## src/rtl/tmo_pkg.sv

```systemverilog
package tmo_pkg;
  // Action taken by the countdown register in the coming cycle
  typedef enum logic [1:0] {
    TMO_LOAD = 2'd0,
    TMO_DEC  = 2'd1,
    TMO_HOLD = 2'd2
  } tmo_act_e;
endpackage

```

## src/rtl/tmo_countdown.sv

```systemverilog
module tmo_countdown #(
  parameter int unsigned CNT_W = 16
) (
  input  logic             clk,
  input  logic             rst_n,
  input  logic             en,
  input  logic             svc,
  input  logic [CNT_W-1:0] reload,
  output logic [CNT_W-1:0] cnt_o,
  output logic             expire_o
);
  import tmo_pkg::*;

  localparam logic [CNT_W-1:0] CNT_ZERO = '0;
  localparam logic [CNT_W-1:0] CNT_ONE  = CNT_W'(1);

  logic [CNT_W-1:0] cnt_q;
  logic             loaded_q;  // counter holds a valid reload since reset
  logic             fired_q;   // expiry already reported for this stay at zero
  tmo_act_e         act;

  always_comb begin
    if (!loaded_q || !en || svc) act = TMO_LOAD;
    else if (cnt_q != CNT_ZERO)  act = TMO_DEC;
    else                         act = TMO_HOLD;
  end

  assign expire_o = loaded_q && en && !svc && (cnt_q == CNT_ZERO) && !fired_q;

  always_ff @(posedge clk or negedge rst_n) begin
    if (!rst_n) begin
      cnt_q    <= CNT_ZERO;
      loaded_q <= 1'b0;
      fired_q  <= 1'b0;
    end else begin
      loaded_q <= 1'b1;
      case (act)
        TMO_LOAD: cnt_q <= reload;
        TMO_DEC:  cnt_q <= cnt_q - CNT_ONE;
        default:  cnt_q <= cnt_q;
      endcase
      if (!en || svc)    fired_q <= 1'b0;
      else if (expire_o) fired_q <= 1'b1;
    end
  end

  assign cnt_o = cnt_q;

  // disabled timer tracks the reload value
  assert_idle_reload_R2: assert property (@(posedge clk) disable iff (!rst_n)
    !en |=> cnt_q == $past(reload));
  // one step down per clock while running
  assert_step_down_R3: assert property (@(posedge clk) disable iff (!rst_n)
    (loaded_q && en && !svc && cnt_q != CNT_ZERO) |=> cnt_q == $past(cnt_q) - CNT_ONE);
  // zero is held, no wrap
  assert_hold_zero_R4: assert property (@(posedge clk) disable iff (!rst_n)
    (loaded_q && en && !svc && cnt_q == CNT_ZERO) |=> cnt_q == CNT_ZERO);
  // a single expiry per stay at zero
  assert_single_expiry_R4: assert property (@(posedge clk) disable iff (!rst_n)
    (expire_o && en) |=> !expire_o);
  // service restarts the countdown
  assert_svc_reload_R5: assert property (@(posedge clk) disable iff (!rst_n)
    (en && svc) |=> cnt_q == $past(reload));
endmodule

```

## src/rtl/tmo_status.sv

```systemverilog
module tmo_status (
  input  logic clk,
  input  logic rst_n,
  input  logic expire,
  input  logic clr,
  input  logic irq_en,
  output logic flag_o,
  output logic irq_o
);
  logic flag_q;

  always_ff @(posedge clk or negedge rst_n) begin
    if (!rst_n)      flag_q <= 1'b0;
    else if (expire) flag_q <= 1'b1;  // set has priority over clear
    else if (clr)    flag_q <= 1'b0;
  end

  assign flag_o = flag_q;
  assign irq_o  = flag_q & irq_en;

  // expiry raises the flag, even against a clear pulse
  assert_flag_set_R8: assert property (@(posedge clk) disable iff (!rst_n)
    expire |=> flag_q);
  // write-1 clear takes effect on the next edge
  assert_w1c_R8: assert property (@(posedge clk) disable iff (!rst_n)
    (clr && !expire) |=> !flag_q);
  // flag is sticky
  assert_sticky_R9: assert property (@(posedge clk) disable iff (!rst_n)
    (flag_q && !clr) |=> flag_q);
endmodule

```

## src/rtl/dma_req_timeout.sv

```systemverilog
module dma_req_timeout #(
  parameter int unsigned CNT_W = 16
) (
  input  logic             clk,
  input  logic             rst_n,
  input  logic             tmo_en,
  input  logic [CNT_W-1:0] tmo_reload,
  input  logic             req_done,
  input  logic             flag_w1c,
  input  logic             irq_en,
  output logic [CNT_W-1:0] count,
  output logic             tmo_flag,
  output logic             tmo_irq
);
  logic expire;

  tmo_countdown #(.CNT_W(CNT_W)) u_cnt (
    .clk      (clk),
    .rst_n    (rst_n),
    .en       (tmo_en),
    .svc      (req_done),
    .reload   (tmo_reload),
    .cnt_o    (count),
    .expire_o (expire)
  );

  tmo_status u_sts (
    .clk    (clk),
    .rst_n  (rst_n),
    .expire (expire),
    .clr    (flag_w1c),
    .irq_en (irq_en),
    .flag_o (tmo_flag),
    .irq_o  (tmo_irq)
  );

  // a service pulse never lets the flag rise on the following edge
  assert_svc_wins_R6: assert property (@(posedge clk) disable iff (!rst_n)
    (req_done && !tmo_flag) |=> !tmo_flag);
  // no interrupt without enable
  assert_irq_gate_R10: assert property (@(posedge clk) disable iff (!rst_n)
    !irq_en |-> !tmo_irq);
endmodule

```

## config.mk

```make
export PLATFORM = sky130hd
export DESIGN_NAME = dma_req_timeout
export DESIGN_NICKNAME = d
export VERILOG_FILES = /design/src/rtl/tmo_pkg.sv /design/src/rtl/tmo_countdown.sv /design/src/rtl/tmo_status.sv /design/src/rtl/dma_req_timeout.sv
export SDC_FILE = /design/constraint.sdc
export NUM_CORES = 1
export LEC_CHECK = 0
export ABC_AREA = 0
export BUFFER_PORTS_ARGS = -buffer_cell sky130_fd_sc_hd__buf_4
export CAP_MARGIN = 30
export CORE_ASPECT_RATIO = 1.4
export CORE_MARGIN = 1.5
export CORE_UTILIZATION = 52
export DETAILED_ROUTE_END_ITERATION = 16
export PLACE_DENSITY = 0.95
export SLEW_MARGIN = 0
export SYNTH_ARGS = -nofsm -noshare
export SYNTH_HDL_FRONTEND = slang
export SYNTH_SLANG_ARGS = --single-unit
```

## constraint.sdc

```tcl
create_clock -name clk -period 5.1 [get_ports clk]
set_clock_uncertainty 0.05 [all_clocks]
set_input_delay 0.765 -clock clk [delete_from_list [all_inputs] [get_ports clk]]
set_output_delay 0.765 -clock clk [all_outputs]
set_load 0.005 [all_outputs]
```

==> results.py, run 1 <==
metrics = {
    "place": {
        "placed_cell_area_um2": 1400,
        "routabilityCongestion": 0.785,
        "place_ws_ns": 2.91,
        "hpwl_mm": 2.06,
        "port_buffers": 39,
        "dpl.cell_count": 168,
    },
    "floorplan": {
        "fp.dieH_um": 57.2,
        "rows": 19,
        "coreArea_um2": 1970,
        "start_util": 0.553,
        "fp.dieW_um": 41.7,
        "io_pins": 40,
        "die_area_um2": 2390,
    },
    "synth": {
        "synth_area_leaders": "dfrtp_1 (44%), nor2_1 (4.8%), a211oi_1 (3.4%)",
        "yosys.area.top_type": "dfrtp_1",
        "syn_area_um2": 1090,
        "synth_edf_count": 0,
        "synth_nets": 134,
        "avgSynthCellArea_um2": 9.83,
        "synth_ff_type": "dfrtp_1",
        "ys_seq_area_frac": 0.436,
        "syn-instance-count": 111,
        "async_flop_share": 1.00,
        "yosysTopAreaCellShare": 0.436,
        "ys_ff_latch": 19,
        "ys_types": 40,
        "yosysWarningCount": 0,
    },
    "setup_path": {
        "cp-start-kind": "flip-flop",
        "cpPeakStageDelay_ns": 0.51,
        "reg2reg_slack_ns": 2.93,
        "cpMaxStageDelayCell": "or4b_1",
        "crit_arrival_ns": 2.36,
        "cp_cell_sequence": "inv_1, ha_1, nor3b_2, nand2_2, or4b_1, a31oi_1",
        "end_kind": "flip-flop",
        "worstPathMaxFanout": 10,
        "crit_type": "reg -> reg",
        "required_ns": 5.30,
    },
    "global_route": {
        "antenna_found_initial": 0,
        "use_met1": 0.279,
        "busiest_layer": "met2",
        "grt_pass1_wl_mm": 4.54,
        "grt.total_usage": 0.249,
        "met2_usage": 0.455,
        "grt_max_degree": 21,
        "grt_pass1_vias": 1040,
        "grt_use_met3": 0.0127,
        "gr-total-overflow": 0,
    },
    "routing": {
        "drc": 0,
        "dr_total_vias": 1047,
        "viasPerCell": 6.09,
        "wl_per_cell_um": 16.0,
        "wl_mm": 2.76,
        "dr.first_iter.drc_count": 38,
        "ant_nets": 0,
        "drt_pass1_iterations": 4,
    },
    "finish": {
        "fillers": 151,
        "final_area_um2": 1430,
        "seqCellArea_um2": 475,
        "layout_common_cells": "buf_4 (39), dfrtp_1 (19), nor2_1 (14)",
        "layout_commonest_cell": "buf_4",
        "layout.nets": 175,
        "area_growth_pct": 30.7,
        "utilization": 0.723,
        "finalNonFillerCells": 172,
        "drive_gt1_frac": 0.358,
        "multi_input_area_um2": 593,
        "antenna_cells": 0,
    },
    "timing": {
        "tns_ns": 0,
        "max_freq_mhz": 461,
        "holdWs_ns": 0.248,
        "hold_viol_final": 0,
        "layout_setup_ws_ns": 2.93,
        "fin_crit_ns": 2.17,
        "setup_viol": 0,
        "worst_slew_pin_slew_ns": 0.655,
        "rsz0062_at_grt": "false",
        "period_share": 0.425,
        "maxSlewViolCount": 0,
        "relSlewSlack": 0.563,
    },
    "clock_tree": {
        "post-cts-setup-buffers": 0,
        "cts_buffer_depth": 2,
        "numCtsBuffers": 3,
        "clkTransAtPathRegs_ns": 0.12,
        "insertion_delay_ns": 0.31,
        "cts_hold_buf": 0,
        "h-tree-depth": 1,
        "cts_tree": "yes",
        "clock_sinks": 19,
        "cts_resized": 0,
        "cts-root-buf": "clkbuf_4",
    },
    "power_and_ir_drop": {
        "vdd_drop_max_mv": 0.149,
        "p_leak_nw": 0.610,
        "power_mw": 0.326,
        "powerDensity_nw_per_um2": 229,
    },
    "min_path": {
        "hold_path.class": "in -> async",
    },
    "status": {
        "status": "complete, no violations",
    },
    "run": {
        "maxCapViolations": 0,
    },
}
-- layer usage --
metal  vias up  share of wire
li1        500              -
met2        37           0.55
met3         7          0.040
met5         -              0
met4         0          0.027
met1       503           0.38
-- critical path: cells and delay by family, from the launching register on --
kind	cells	cell delay, ns
simple gates	3	1.11
flops	1	0.47
fa+ha+maj	1	0.20
compound gates	1	0.17
buf+inv	1	0.09
-- final timing paths --
path,from,endpoint,cells past startpoint
worst min-delay path,rst_n,u_cnt.cnt_o[15],1
worst max register to register,u_cnt.cnt_o[0],u_cnt.cnt_o[8],6
worst max-delay path,u_cnt.cnt_o[0],u_cnt.cnt_o[8],6
worst min register to register,u_cnt.fired_q,u_sts.flag_o,1
min in group clk,u_cnt.fired_q,u_sts.flag_o,1
max in group asynchronous,rst_n,u_cnt.cnt_o[5],1
-- synth_stat cells, drive strengths merged, types with 2 or more instances --
| master | n |
|---|---|
| and2 | 3 |
| o311ai | 2 |
| a211oi | 5 |
| nand3 | 3 |
| nand2 | 9 |
| inv | 3 |
| or4b | 2 |
| o31ai | 5 |
| nand4 | 3 |
| clkbuf | 3 |
| o21ai | 4 |
| a31oi | 5 |
| o21a | 2 |
| nor2 | 14 |
| dfrtp | 19 |
| o41ai | 3 |
| nor4 | 3 |
| xnor2 | 2 |
| xor2 | 4 |
| nor3 | 5 |
-- power breakdown --
part | internal [mW] | switching (mW) | total, mW | leakage [nW]
clock | 0.0294 | 0.0537 | 0.0831 | 0.0177
combinational | 0.0368 | 0.0274 | 0.0641 | 0.367
sequential | 0.161 | 0.0183 | 0.179 | 0.226
-- area by class of cell --
| class | instances | share of cell area |
|---|---|---|
| clock buffers | 3 | 0.0158 |
| clock inverters | 1 | 0.00351 |
| inverters | 3 | 0.00789 |
| multi-input cells | 86 | 0.416 |
| flip-flops and latches | 19 | 0.333 |
| well taps | 21 | 0.0184 |
| repair buffers | 39 | 0.205 |
-- kinds of logic after synthesis --
kind of cell / synth area share
compound gates: 0.204
xor+xnor: 0.0482
fa+ha+maj: 0.0115
buf+inv: 0.0206
flops: 0.436
other cells: 0.00344
simple gates: 0.276
-- sequential cells by signal (all words and copies together) (netlist names) --
signal          cells
u_cnt.fired_q       1
u_sts.flag_o        1
u_cnt.cnt_o        16
u_cnt.loaded_q      1
Note: power is estimated with default switching activity, not from simulation.
==> inputs of run 2 (changes only) <==
Settings changed: CORE_UTILIZATION 52 to 48, PLACE_DENSITY 0.95 to 0.9.
Clock period 5.1 ns to 2.23 ns, I/O delays scaled along.
==> results.py, run 2 (synthesis results as in run 1) <==
metrics = {
    "finish": {
        "largest_register_ffs": 16,
        "drive_gt1_frac": 0.376,
        "layout_commonest_cell": "buf_4",
        "utilization": 0.688,
        "area_growth_pct": 35.8,
        "layout.nets": 181,
        "multi_input_area_um2": 599,
        "seqCellArea_um2": 475,
        "fillers": 161,
        "antenna_cells": 0,
        "final_area_um2": 1480,
        "layout_common_cells": "buf_4 (44), dfrtp_1 (19), nor2_1 (14)",
    },
    "routing": {
        "dr_total_vias": 1100,
        "wl_per_cell_um": 16.0,
        "dr.first_iter.drc_count": 60,
        "viasPerCell": 6.15,
        "drc": 0,
        "ant_nets": 0,
        "wl_mm": 2.86,
        "drt_pass1_iterations": 6,
    },
    "clock_tree": {
        "cts_buffer_depth": 2,
        "insertion_delay_ns": 0.31,
        "post-cts-setup-buffers": 0,
        "h-tree-depth": 1,
        "cts_tree": "yes",
        "numCtsBuffers": 3,
        "clock_sinks": 19,
        "cts-root-buf": "clkbuf_4",
        "clkTransAtPathRegs_ns": 0.12,
    },
    "floorplan": {
        "start_util": 0.507,
        "coreArea_um2": 2150,
        "fp.dieH_um": 59.4,
        "die_area_um2": 2570,
        "fp.dieW_um": 43.3,
        "io_pins": 40,
        "rows": 20,
    },
    "setup_path": {
        "cp-start-kind": "flip-flop",
        "crit_arrival_ns": 2.19,
        "crit_type": "reg -> reg",
        "end_kind": "flip-flop",
        "required_ns": 2.34,
        "worstPathMaxFanout": 10,
    },
    "power_and_ir_drop": {
        "power_mw": 0.753,
        "powerDensity_nw_per_um2": 508,
        "p_leak_nw": 0.643,
        "vdd_drop_max_mv": 0.262,
    },
    "min_path": {
        "hold_path.class": "in -> reg",
    },
    "timing": {
        "rsz0062_at_grt": "false",
        "hold_viol_final": 0,
        "setup_viol": 0,
        "period_share": 0.933,
        "tns_ns": 0,
        "fin_crit_ns": 2.08,
        "max_freq_mhz": 480,
        "maxSlewViolCount": 0,
    },
    "global_route": {
        "busiest_layer": "met2",
        "gr-total-overflow": 0,
        "antenna_found_initial": 0,
        "met2_usage": 0.420,
        "grt.total_usage": 0.237,
        "grt_use_met3": 0.0396,
        "grt_max_degree": 21,
        "grt_pass1_wl_mm": 4.62,
        "grt_pass1_vias": 1105,
        "use_met1": 0.260,
    },
    "place": {
        "port_buffers": 39,
        "routabilityCongestion": 0.879,
        "placed_cell_area_um2": 1440,
        "hpwl_mm": 2.08,
    },
    "status": {
        "status": "complete, no violations",
    },
    "run": {
        "maxCapViolations": 0,
    },
}
run 2: changes by cell type in the layout (fill, tap and decap cells not counted), sizes merged:
cell / previous run / this run
dlygate4sd3: 0 / 1
buf: 39 / 44
run 2: worst max-delay path: stages (launching register included):
cell	delay [ns]
dfrtp_1	0.46
inv_1	0.08
ha_1	0.22
nor3b_4	0.30
nand2_2	0.19
o311ai_0	0.43
o311ai_0	0.21
run 2: area by class of cell:
cell class                      instances  area share
Clock buffer                            3      0.0152
Clock inverter                          1     0.00338
Multi-Input combinational cell         86       0.405
Inverter                                3     0.00760
Sequential cell                        19       0.321
Timing Repair Buffer                   45       0.230
Tap cell                               22      0.0186
run 2: path summary, 6_finish.rpt:
| path | endpoint | start | slack, ns | depth (start not counted) |
|---|---|---|---|---|
| worst max-delay path | u_cnt.cnt_o[12] | u_cnt.cnt_o[0] | 0.15 | 6 |
| worst min-delay path | u_cnt.cnt_o[2] | tmo_reload[2] | 0.17 | 3 |
| worst max register to register | u_cnt.cnt_o[12] | u_cnt.cnt_o[0] | 0.15 | 6 |
| worst min register to register | u_sts.flag_o | u_cnt.fired_q | 0.45 | 1 |
| max in group asynchronous | u_cnt.loaded_q | rst_n | 1.55 | 2 |
| min in group asynchronous | u_cnt.cnt_o[13] | rst_n | 0.37 | 2 |
run 2: per-layer routing:
| metal | vias to the layer above | share of wire |
|---|---|---|
| met5 | - | 0 |
| met4 | 0 | 0.034 |
| met3 | 13 | 0.073 |
| met2 | 65 | 0.53 |
| met1 | 508 | 0.36 |
| li1 | 514 | - |
run 2: metrics by stage:
stage,hold slack (ns),std cells,setup slack (ns)
after CTS,0.176,179,0.145
after detailed placement,0.171,174,0.162
after global routing,0.179,179,0.0127
after floorplan,-0.0111,111,0.368
after global placement,0.169,174,0.283
final,0.171,179,0.148
run 2: what timing repair did:
item | CTS | global route
gates resized for setup | 0 | 1
hold buffers | 1 | 0
endpoints found under the hold margin | 19 | 0
setup endpoints to repair | 0 | 1
run 2: where the power goes:
group / switching, mW / internal [mW]
Combinational: 0.0664 / 0.0911
Sequential: 0.0433 / 0.367
Clock: 0.118 / 0.0671
Total: 0.227 / 0.526
==> inputs of run 3 (changes only) <==
Settings changed: CORE_UTILIZATION 48 to 25, PLACE_DENSITY 0.9 to 0.58.
Clock period 2.23 ns to 2.1 ns, I/O delays scaled along.
==> results.py, run 3 (synthesis results as in run 1) <==
metrics = {
    "place": {
        "hpwl_mm": 2.23,
        "place_ws_ns": 0.117,
        "port_buffers": 39,
        "routabilityCongestion": 0.818,
    },
    "routing": {
        "ant_nets": 0,
        "dr.first_iter.drc_count": 34,
        "wl_mm": 2.80,
        "viasPerCell": 5.14,
        "drc": 0,
        "wl_per_cell_um": 13.6,
        "dr_total_vias": 1058,
        "drt_pass1_iterations": 4,
    },
    "global_route": {
        "gr-total-overflow": 0,
        "grt.total_usage": 0.121,
        "grt_max_degree": 20,
        "antenna_found_initial": 0,
        "grt_pass1_vias": 1000,
        "grt_pass1_wl_mm": 4.48,
    },
    "timing": {
        "period_share": 0.930,
        "rsz0062_at_grt": "false",
        "hold_viol_final": 0,
        "tns_ns": 0,
        "setup_viol": 0,
        "maxSlewViolCount": 0,
        "max_freq_mhz": 512,
        "layout_setup_ws_ns": 0.147,
        "fin_crit_ns": 1.95,
    },
    "finish": {
        "drive_gt1_frac": 0.391,
        "utilization": 0.371,
        "seqCellArea_um2": 475,
        "multi_input_area_um2": 599,
        "layout_commonest_cell": "buf_4",
        "layout_common_cells": "buf_4 (48), dfrtp_1 (19), nor2_1 (14)",
        "area_growth_pct": 42.9,
        "fillers": 426,
        "antenna_cells": 0,
        "largest_register_ffs": 16,
        "layout.nets": 185,
    },
    "setup_path": {
        "cp_cell_sequence": "inv_1, ha_1, nor3b_4, nand4_2, or4b_1, a31oi_1",
        "crit_type": "reg -> reg",
        "crit_arrival_ns": 2.08,
        "cpPeakStageDelay_ns": 0.49,
        "cpMaxStageDelayCell": "or4b_1",
        "end_kind": "flip-flop",
        "worst-path-buf-inv": 1,
        "worstPathMaxFanout": 5,
        "cp-start-kind": "flip-flop",
        "crit_family": "simple AND/OR/NAND/NOR gates",
        "required_ns": 2.23,
    },
    "floorplan": {
        "die_area_um2": 4770,
        "start_util": 0.260,
        "io_pins": 40,
        "fp.dieH_um": 81.2,
        "fp.dieW_um": 58.8,
        "coreArea_um2": 4200,
        "rows": 28,
    },
    "power_and_ir_drop": {
        "clkPwrFrac": 0.299,
        "switchingPower_mw": 0.237,
        "combPwrFrac": 0.195,
        "sw_frac_of_total": 0.277,
        "vdd_drop_max_mv": 0.186,
        "internal-power_mw": 0.620,
        "powerDensity_nw_per_um2": 550,
        "seqPwrFrac": 0.506,
        "p_leak_nw": 0.671,
    },
    "run": {
        "maxCapViolations": 0,
    },
    "clock_tree": {
        "cts-root-buf": "clkbuf_8",
        "h-tree-depth": 1,
        "post-cts-setup-buffers": 0,
        "insertion_delay_ns": 0.26,
        "cts_tree": "yes",
        "cts_buffer_depth": 2,
        "clock_sinks": 19,
        "numCtsBuffers": 3,
        "clkTransAtPathRegs_ns": 0.07,
    },
    "status": {
        "status": "complete, no violations",
    },
    "min_path": {
        "hold_path.class": "in -> reg",
    },
}
-- run 3: timing repair --
item | 4_1_cts | 5_1_grt
hold endpoints to repair | 19 | 0
hold buffers | 1 | 0
endpoints found under the setup margin | 0 | 1
gates resized for setup | 0 | 1
-- run 3: stage by stage --
stage	power [mW]	cells	hold WS (ns)	area [um2]
final	0.857	206	0.209	1560
after global routing	0.899	206	0.211	1560
after CTS	0.871	206	0.205	1550
after detailed placement	0.607	201	0.158	1500
after global placement	0.604	201	0.157	1500
after floorplan	0.504	111	-0.0306	1090
-- run 3: routing by layer --
layer,track usage,part of all wire
met3,0.0191,0.042
met1,0.144,0.38
met4,0.0545,0.018
met2,0.211,0.56
met5,0,0
-- run 3: worst min-delay path, cell delays in order --
cell and delay [ns]:
buf_4 0.08, nand2_1 0.04, o31ai_1 0.05
-- run 3: cell type report --
cell class / count / area share
Clock buffer: 3 / 0.0265
Clock inverter: 1 / 0.00321
Inverter: 3 / 0.00722
Multi-Input combinational cell: 86 / 0.384
Sequential cell: 19 / 0.305
Tap cell: 45 / 0.0361
Timing Repair Buffer: 49 / 0.238
-- run 3: final timing paths --
check | start | to | slack, ns | cells past startpoint
max in group asynchronous | rst_n | u_cnt.loaded_q | 1.38 | 2
min in group asynchronous | rst_n | u_cnt.cnt_o[7] | 0.42 | 2
hold reg to reg | u_cnt.fired_q | u_sts.flag_o | 0.42 | 1
hold / removal | tmo_reload[1] | u_cnt.cnt_o[1] | 0.21 | 3
setup reg to reg | u_cnt.cnt_o[1] | u_cnt.cnt_o[14] | 0.15 | 6
setup / recovery | u_cnt.cnt_o[1] | u_cnt.cnt_o[14] | 0.15 | 6
-- run 3: power by group through the flow --
| stage | Combinational [mW] | Sequential, mW | Clock, mW |
|---|---|---|---|
| after floorplan | 0.0688 | 0.436 | 0 |
| after global placement | 0.166 | 0.438 | 0 |
| after detailed placement | 0.167 | 0.441 | 0 |
| after CTS | 0.169 | 0.433 | 0.268 |
| after global routing | 0.184 | 0.439 | 0.276 |
| final | 0.167 | 0.434 | 0.256 |
